`config.mk`:
```
export PLATFORM = sky130hd
export DESIGN_NAME = sym_fir_filter
export DESIGN_NICKNAME = d
export VERILOG_FILES = /design/src/rtl/sfir_pkg.sv /design/src/rtl/sfir_hist.sv /design/src/rtl/sfir_coef_bank.sv /design/src/rtl/sfir_mac.sv /design/src/rtl/sfir_ctrl.sv /design/src/rtl/sym_fir_filter.sv
export SDC_FILE = /design/constraint.sdc
export NUM_CORES = 2
export LEC_CHECK = 0
export BUFFER_PORTS_ARGS = -buffer_cell sky130_fd_sc_hd__buf_2
export CAP_MARGIN = 10
export CELL_PAD_IN_SITES_DETAIL_PLACEMENT = 0
export CELL_PAD_IN_SITES_GLOBAL_PLACEMENT = 1
export CORE_AREA = 2 2 417 254
export CTS_BUF_LIST = sky130_fd_sc_hd__clkbuf_4
export DETAILED_ROUTE_END_ITERATION = 10
export DIE_AREA = 0 0 419 256
export GPL_TIMING_DRIVEN = 0
export HOLD_SLACK_MARGIN = 0.15
export PLACE_DENSITY_LB_ADDON = 0.08
export SLEW_MARGIN = 0
export SYNTH_ARGS = -nofsm -noshare
export SYNTH_HDL_FRONTEND = slang
export SYNTH_SLANG_ARGS = --single-unit
```
`constraint.sdc`:
```
create_clock -name clk_i -period 20.4 [get_ports clk_i]
set_input_delay 4.08 -clock clk_i [delete_from_list [all_inputs] [get_ports clk_i]]
set_output_delay 4.08 -clock clk_i [all_outputs]
set_load 0.005 [all_outputs]
```
`src/rtl/sfir_pkg.sv`:
```
package sfir_pkg;
  typedef enum logic {ST_IDLE, ST_BUSY} sfir_state_e;
endpackage

```
`src/rtl/sfir_hist.sv`:
```
module sfir_hist #(
  parameter int DATA_W    = 16,
  parameter int NUM_TAPS  = 31,
  parameter int PRE_SHIFT = 2,
  parameter int SEL_W     = 4
) (
  input  logic                     clk_i,
  input  logic                     rst_ni,
  input  logic                     clear_i,
  input  logic                     push_i,
  input  logic signed [DATA_W-1:0] din_i,
  input  logic [SEL_W-1:0]         sel_i,
  output logic signed [DATA_W-1:0] near_o,
  output logic signed [DATA_W-1:0] far_o
);
  localparam int IDX_W = $clog2(NUM_TAPS);
  localparam int MID   = (NUM_TAPS - 1) / 2;

  logic signed [DATA_W-1:0] win_q [NUM_TAPS];
  logic signed [DATA_W-1:0] din_scaled;
  logic [IDX_W-1:0]         near_idx, far_idx;

  assign din_scaled = din_i >>> PRE_SHIFT;

  for (genvar t = 0; t < NUM_TAPS; t++) begin : g_tap
    logic signed [DATA_W-1:0] nxt;
    if (t == NUM_TAPS - 1) begin : g_head
      assign nxt = din_scaled;
    end else begin : g_body
      assign nxt = win_q[t+1];
    end
    always_ff @(posedge clk_i or negedge rst_ni) begin
      if (!rst_ni)      win_q[t] <= '0;
      else if (clear_i) win_q[t] <= '0;
      else if (push_i)  win_q[t] <= nxt;
    end
  end

  always_comb begin
    near_idx = IDX_W'(sel_i);
    far_idx  = IDX_W'(NUM_TAPS - 1) - near_idx;
    near_o   = win_q[near_idx];
    // middle tap has no partner
    far_o    = (near_idx == IDX_W'(MID)) ? '0 : win_q[far_idx];
  end
endmodule

```
`src/rtl/sfir_coef_bank.sv`:
```
module sfir_coef_bank #(
  parameter int DATA_W   = 16,
  parameter int NUM_COEF = 16,
  parameter int SEL_W    = 4
) (
  input  logic                     clk_i,
  input  logic                     rst_ni,
  input  logic                     we_i,
  input  logic [SEL_W-1:0]         waddr_i,
  input  logic signed [DATA_W-1:0] wdata_i,
  input  logic [SEL_W-1:0]         sel_i,
  output logic signed [DATA_W-1:0] coef_o
);
  logic signed [DATA_W-1:0] coef_q [NUM_COEF];

  for (genvar c = 0; c < NUM_COEF; c++) begin : g_coef
    always_ff @(posedge clk_i or negedge rst_ni) begin
      if (!rst_ni)                                coef_q[c] <= '0;
      else if (we_i && waddr_i == SEL_W'(c))      coef_q[c] <= wdata_i;
    end
  end

  assign coef_o = coef_q[sel_i];
endmodule

```
`src/rtl/sfir_mac.sv`:
```
module sfir_mac #(
  parameter int DATA_W      = 16,
  parameter int ACC_W       = 32,
  parameter int ROUND_SHIFT = 15
) (
  input  logic                     clk_i,
  input  logic                     rst_ni,
  input  logic                     start_i,
  input  logic                     en_i,
  input  logic                     last_i,
  input  logic signed [DATA_W-1:0] near_i,
  input  logic signed [DATA_W-1:0] far_i,
  input  logic signed [DATA_W-1:0] coef_i,
  output logic                     out_valid_o,
  output logic signed [DATA_W-1:0] out_data_o
);
  localparam int RND = 1 << (ROUND_SHIFT - 1);

  logic signed [DATA_W-1:0] pre_sum;
  logic signed [ACC_W-1:0]  pre_x, coef_x, prod, acc_q, acc_sum, rnd_sum;

  always_comb begin
    pre_sum = near_i + far_i;  // fits: operands are pre-shifted
    pre_x   = ACC_W'(pre_sum);
    coef_x  = ACC_W'(coef_i);
    prod    = pre_x * coef_x;
    acc_sum = acc_q + prod;
    rnd_sum = acc_sum + ACC_W'(RND);
  end

  always_ff @(posedge clk_i or negedge rst_ni) begin
    if (!rst_ni) begin
      acc_q       <= '0;
      out_valid_o <= 1'b0;
      out_data_o  <= '0;
    end else begin
      out_valid_o <= en_i && last_i;
      if (start_i)   acc_q <= '0;
      else if (en_i) acc_q <= acc_sum;
      if (en_i && last_i) out_data_o <= DATA_W'(rnd_sum >>> ROUND_SHIFT);
    end
  end
endmodule

```
`src/rtl/sfir_ctrl.sv`:
```
module sfir_ctrl import sfir_pkg::*; #(
  parameter int NUM_COEF  = 16,
  parameter int FRAME_LEN = 80,
  parameter int SEL_W     = 4
) (
  input  logic             clk_i,
  input  logic             rst_ni,
  input  logic             in_valid_i,
  input  logic             clear_i,
  output logic             in_ready_o,
  output logic             accept_o,
  output logic             hist_clr_o,
  output logic             idle_o,
  output logic             mac_en_o,
  output logic             last_o,
  output logic [SEL_W-1:0] sel_o,
  output logic             frame_done_o
);
  localparam int FCNT_W = $clog2(FRAME_LEN);
  localparam logic [SEL_W-1:0]  LAST_SEL  = SEL_W'(NUM_COEF - 1);
  localparam logic [FCNT_W-1:0] LAST_FRM  = FCNT_W'(FRAME_LEN - 1);

  sfir_state_e       state_q;
  logic [SEL_W-1:0]  sel_q;
  logic [FCNT_W-1:0] frame_q;
  logic              frame_end;

  assign idle_o     = (state_q == ST_IDLE);
  assign in_ready_o = idle_o && !clear_i;
  assign accept_o   = in_ready_o && in_valid_i;
  assign hist_clr_o = idle_o && clear_i;
  assign mac_en_o   = !idle_o;
  assign last_o     = !idle_o && (sel_q == LAST_SEL);
  assign sel_o      = sel_q;
  assign frame_end  = (frame_q == LAST_FRM);

  always_ff @(posedge clk_i or negedge rst_ni) begin
    if (!rst_ni) begin
      state_q      <= ST_IDLE;
      sel_q        <= '0;
      frame_q      <= '0;
      frame_done_o <= 1'b0;
    end else begin
      frame_done_o <= last_o && frame_end;
      case (state_q)
        ST_IDLE: if (accept_o) begin
          state_q <= ST_BUSY;
          sel_q   <= '0;
        end
        default: begin
          if (last_o) state_q <= ST_IDLE;
          else        sel_q   <= sel_q + 1'b1;
        end
      endcase
      if (hist_clr_o)  frame_q <= '0;
      else if (last_o) frame_q <= frame_end ? '0 : frame_q + 1'b1;
    end
  end
endmodule

```
`src/rtl/sym_fir_filter.sv`:
```
module sym_fir_filter #(
  parameter int DATA_W      = 16,
  parameter int NUM_TAPS    = 31,
  parameter int FRAME_LEN   = 80,
  parameter int PRE_SHIFT   = 2,
  parameter int ROUND_SHIFT = 15,
  parameter int ACC_W       = 32,
  localparam int NUM_COEF   = (NUM_TAPS + 1) / 2,
  localparam int SEL_W      = $clog2(NUM_COEF)
) (
  input  logic              clk_i,
  input  logic              rst_ni,
  input  logic              clear_hist_i,
  input  logic              coef_we_i,
  input  logic [SEL_W-1:0]  coef_addr_i,
  input  logic [DATA_W-1:0] coef_data_i,
  input  logic              in_valid_i,
  input  logic [DATA_W-1:0] in_data_i,
  output logic              in_ready_o,
  output logic              out_valid_o,
  output logic [DATA_W-1:0] out_data_o,
  output logic              frame_done_o
);
  logic accept, hist_clr, idle, mac_en, last;
  logic [SEL_W-1:0] sel;
  logic signed [DATA_W-1:0] near_s, far_s, coef_s, out_s;

  sfir_ctrl #(.NUM_COEF(NUM_COEF), .FRAME_LEN(FRAME_LEN), .SEL_W(SEL_W)) u_ctrl (
    .clk_i, .rst_ni,
    .in_valid_i   (in_valid_i),
    .clear_i      (clear_hist_i),
    .in_ready_o   (in_ready_o),
    .accept_o     (accept),
    .hist_clr_o   (hist_clr),
    .idle_o       (idle),
    .mac_en_o     (mac_en),
    .last_o       (last),
    .sel_o        (sel),
    .frame_done_o (frame_done_o)
  );

  sfir_hist #(.DATA_W(DATA_W), .NUM_TAPS(NUM_TAPS), .PRE_SHIFT(PRE_SHIFT), .SEL_W(SEL_W)) u_hist (
    .clk_i, .rst_ni,
    .clear_i (hist_clr),
    .push_i  (accept),
    .din_i   ($signed(in_data_i)),
    .sel_i   (sel),
    .near_o  (near_s),
    .far_o   (far_s)
  );

  sfir_coef_bank #(.DATA_W(DATA_W), .NUM_COEF(NUM_COEF), .SEL_W(SEL_W)) u_coef (
    .clk_i, .rst_ni,
    .we_i    (coef_we_i && idle),
    .waddr_i (coef_addr_i),
    .wdata_i ($signed(coef_data_i)),
    .sel_i   (sel),
    .coef_o  (coef_s)
  );

  sfir_mac #(.DATA_W(DATA_W), .ACC_W(ACC_W), .ROUND_SHIFT(ROUND_SHIFT)) u_mac (
    .clk_i, .rst_ni,
    .start_i     (accept),
    .en_i        (mac_en),
    .last_i      (last),
    .near_i      (near_s),
    .far_i       (far_s),
    .coef_i      (coef_s),
    .out_valid_o (out_valid_o),
    .out_data_o  (out_s)
  );

  assign out_data_o = out_s;
endmodule

```
==> impl_metrics.yaml <==
yosys:
  ys_async_sr_fraction: 1.00
  ys.warnings.count: 0
  synth_top_family_by_area: "multiplexers"
  ys_ff_latch: 751
  synth_area_um2: 46200
  synthCells: 3744
  yosys.area_share.simple: 0.0592
  synth_top_cell_area_share: 0.407
  synth_edf_count: 0
  synth_area_leader_cell: "dfrtp_1"
  synthMuxAreaShare: 0.198
  synth_area_per_cell_um2: 12.3
  ys_types: 63
  synth_fa_ha_area_frac: 0.154
  synth_nets: 4184
  ys_seq_area_frac: 0.407
  synth-compound-area-share: 0.112
  synthFlopType: "dfrtp_1"
  netlist_top_cells_area: "dfrtp_1 (41%), mux4_2 (12%), fa_1 (12%)"
  synth_xor_area_frac: 0.0139
routing:
  vias_per_cell: 5.83
  first_iter_violations: 2956
  wl_per_cell_um: 27.1
  ant_nets: 0
  firstDrtPassIters: 6
  drc_errors: 0
  wl_um: 151000
  vias: 32400
worst_setup_path:
  critPathSlowestCell: "o41ai_1"
  max_stage_delay_ps: 740
  end_kind: "flop"
  arrival_ps: 15940
  critPathLaunchType: "flop"
  cpLargestDelayFamily: "compound AO/OA/AOI/OAI gates"
  path_buf_inv: 13
  cpMostUsedCell: "fa_1"
  critPathMaxFanout: 10
  criticalPathCategory: "reg2reg"
  required_ps: 21400
place:
  hpwl_um: 115000
  routabilityCongestion: 0.939
  dpl_worst_slack_ps: 5660
  io_buffers: 56
  dp.cells: 5225
clock_tree:
  cts_root_buf: "clkbuf_4"
  cts_tree: "yes"
  h-tree-depth: 4
  clock_path_buffers: 3
  post_cts_buffers: 0
  clk_latency_ps: 1190
  ctsHoldBuffers: 0
  cts.repair.resized: 0
  cts_sinks: 751
  clk_pin_slew_ps: 70
  cts_made_buffers: 184
run:
  drv_cap: 0
finish:
  instances_no_fill: 5560
  nets: 4444
  regArea_um2: 18800
  multi_input_area_um2: 24800
  drive_gt1_frac: 0.229
  syn_to_final_growth_pct: 10.2
  final_util: 0.491
  n_fill_cell: 9550
sta:
  finalHoldViolCount: 0
  drv_slew: 0
  tightest_slew_ps: 1350
  finalSetupViolations: 0
  skew_ps: 88.4
  period_needed_ps: 14940
  relSlewSlack: 0.0894
  fin_crit_sh: 0.732
  rsz0062_at_grt: "false"
  max_freq_mhz: 66.9
  setup_ws_ps: 5460
  hold_ws_ps: 472
status:
  status: "complete, no violations"
die:
  start_util: 0.445
  die-width_um: 419
  design.core.area_um2: 104000
  die_h_um: 256
  dieArea_um2: 107000
  io_pins: 60
  num_rows: 92
global_routing:
  gr-total-overflow: 0
  grt_pass1_vias: 32900
  antenna_found_initial: 7
  grt_pass1_wl_um: 224000
  track_usage: 0.288
  grt_max_degree: 112
hold_path:
  hp-class: "reg2reg"
through the flow:
step,setup TNS [ps],instance area [µm²]
global placement,-1065440,48200
detailed placement,0,48600
floorplan,0,46200
global route,0,50900
finish,0,50900
CTS,0,50900
worst register-to-register path, delay by kind of cell, from the launching register on:
kind	cells	cell delay, ps
compound gates	16	4450
xor+xnor	2	910
fa+ha+maj	9	3960
buf+inv	13	3880
flops	1	400
mux	3	1140
simple gates	1	60
Yosys cell counts, types with 5 or more instances:
cell type,count
nand3_1,35
nor3_1,26
o21ai_0,83
a21oi_1,35
xnor2_1,46
buf_1,19
inv_1,400
and3_1,5
fa_1,281
and2_1,12
nand2_1,279
mux4_2,250
buf_4,12
o21ai_1,8
mux2i_1,50
a211oi_1,8
ha_1,118
mux2_2,270
o31ai_1,5
nand2b_1,17
o211ai_1,7
or2_2,18
nor2b_1,14
nand4_1,17
o21a_1,6
dfrtp_1,751
o22ai_1,17
xor2_1,25
nor2_1,199
clkbuf_1,203
a22o_1,436
a21o_1,16
buf_2,27
nor4_1,5
final cells by class:
class                      count  area share
clock inverter                58     0.00627
multi-input combinational   2329       0.488
inverter                     400      0.0295
tap                         1410      0.0346
sequential                   751       0.369
timing repair buffer          74      0.0120
antenna                        8    0.000393
clock buffer                 266      0.0392
buffer                       264      0.0213
layer usage:
layer  vias up  share of wire  routed length, µm  GRT usage
met5         -              0                  0          0
met4         0          0.017               2540     0.0646
met3       179           0.11              17300      0.121
met2      1300           0.36              54600      0.341
met1     17000           0.51              76200      0.470
li1      13900              -                  -          -
flip-flops by register name, summed over array words and instances (netlist names):
signal               count
u_ctrl.sel_o             4
u_hist.win_q            14
u_hist.g_tap.nxt       420
u_mac.acc_q             31
u_mac.out_valid_o        1
u_ctrl.frame_q           7
u_coef.coef_q          256
u_ctrl.frame_done_o      1
u_ctrl.mac_en_o          1
u_mac.out_data_o        16
cell families (layout without fill, tap and decap cells):
logic type	count (synthesis)	count (layout)
AOI/OAI and AO/OA	650	650
other	0	8
DFF	751	751
buffers and inverters	664	1062
muxes	570	570
adders and majority gates	399	399
and+or+nand+nor	638	638
xor gates and xnor gates	72	72
worst paths after layout:
check / startpoint / slack, ps / cells after the start / to
hold / removal: u_mac.out_data_o[4] / 470 / 2 / u_mac.out_data_o[4]
setup / recovery: u_ctrl.sel_o[1] / 5460 / 44 / u_mac.out_data_o[15]
max in group asynchronous: rst_ni / 15720 / 4 / u_mac.acc_q[30]
min in group asynchronous: rst_ni / 2810 / 1 / u_hist.g_tap[16].nxt[0]
setup reg to reg: u_ctrl.sel_o[1] / 5460 / 44 / u_mac.out_data_o[15]
hold reg to reg: u_mac.out_data_o[4] / 470 / 2 / u_mac.out_data_o[4]
cells in the final DEF, fill, tap and decap left out, types with 199 or more instances in the layout:
cell	n
a22o_1	436
clkbuf_1	203
clkbuf_4	266
dfrtp_1	751
fa_1	281
inv_1	400
mux2_2	270
mux4_2	250
nand2_1	279
nor2_1	199
Power is left out: the tool's default activity adds up to more than one toggle a clock period on the data nets, which glitch-free logic cannot reach.
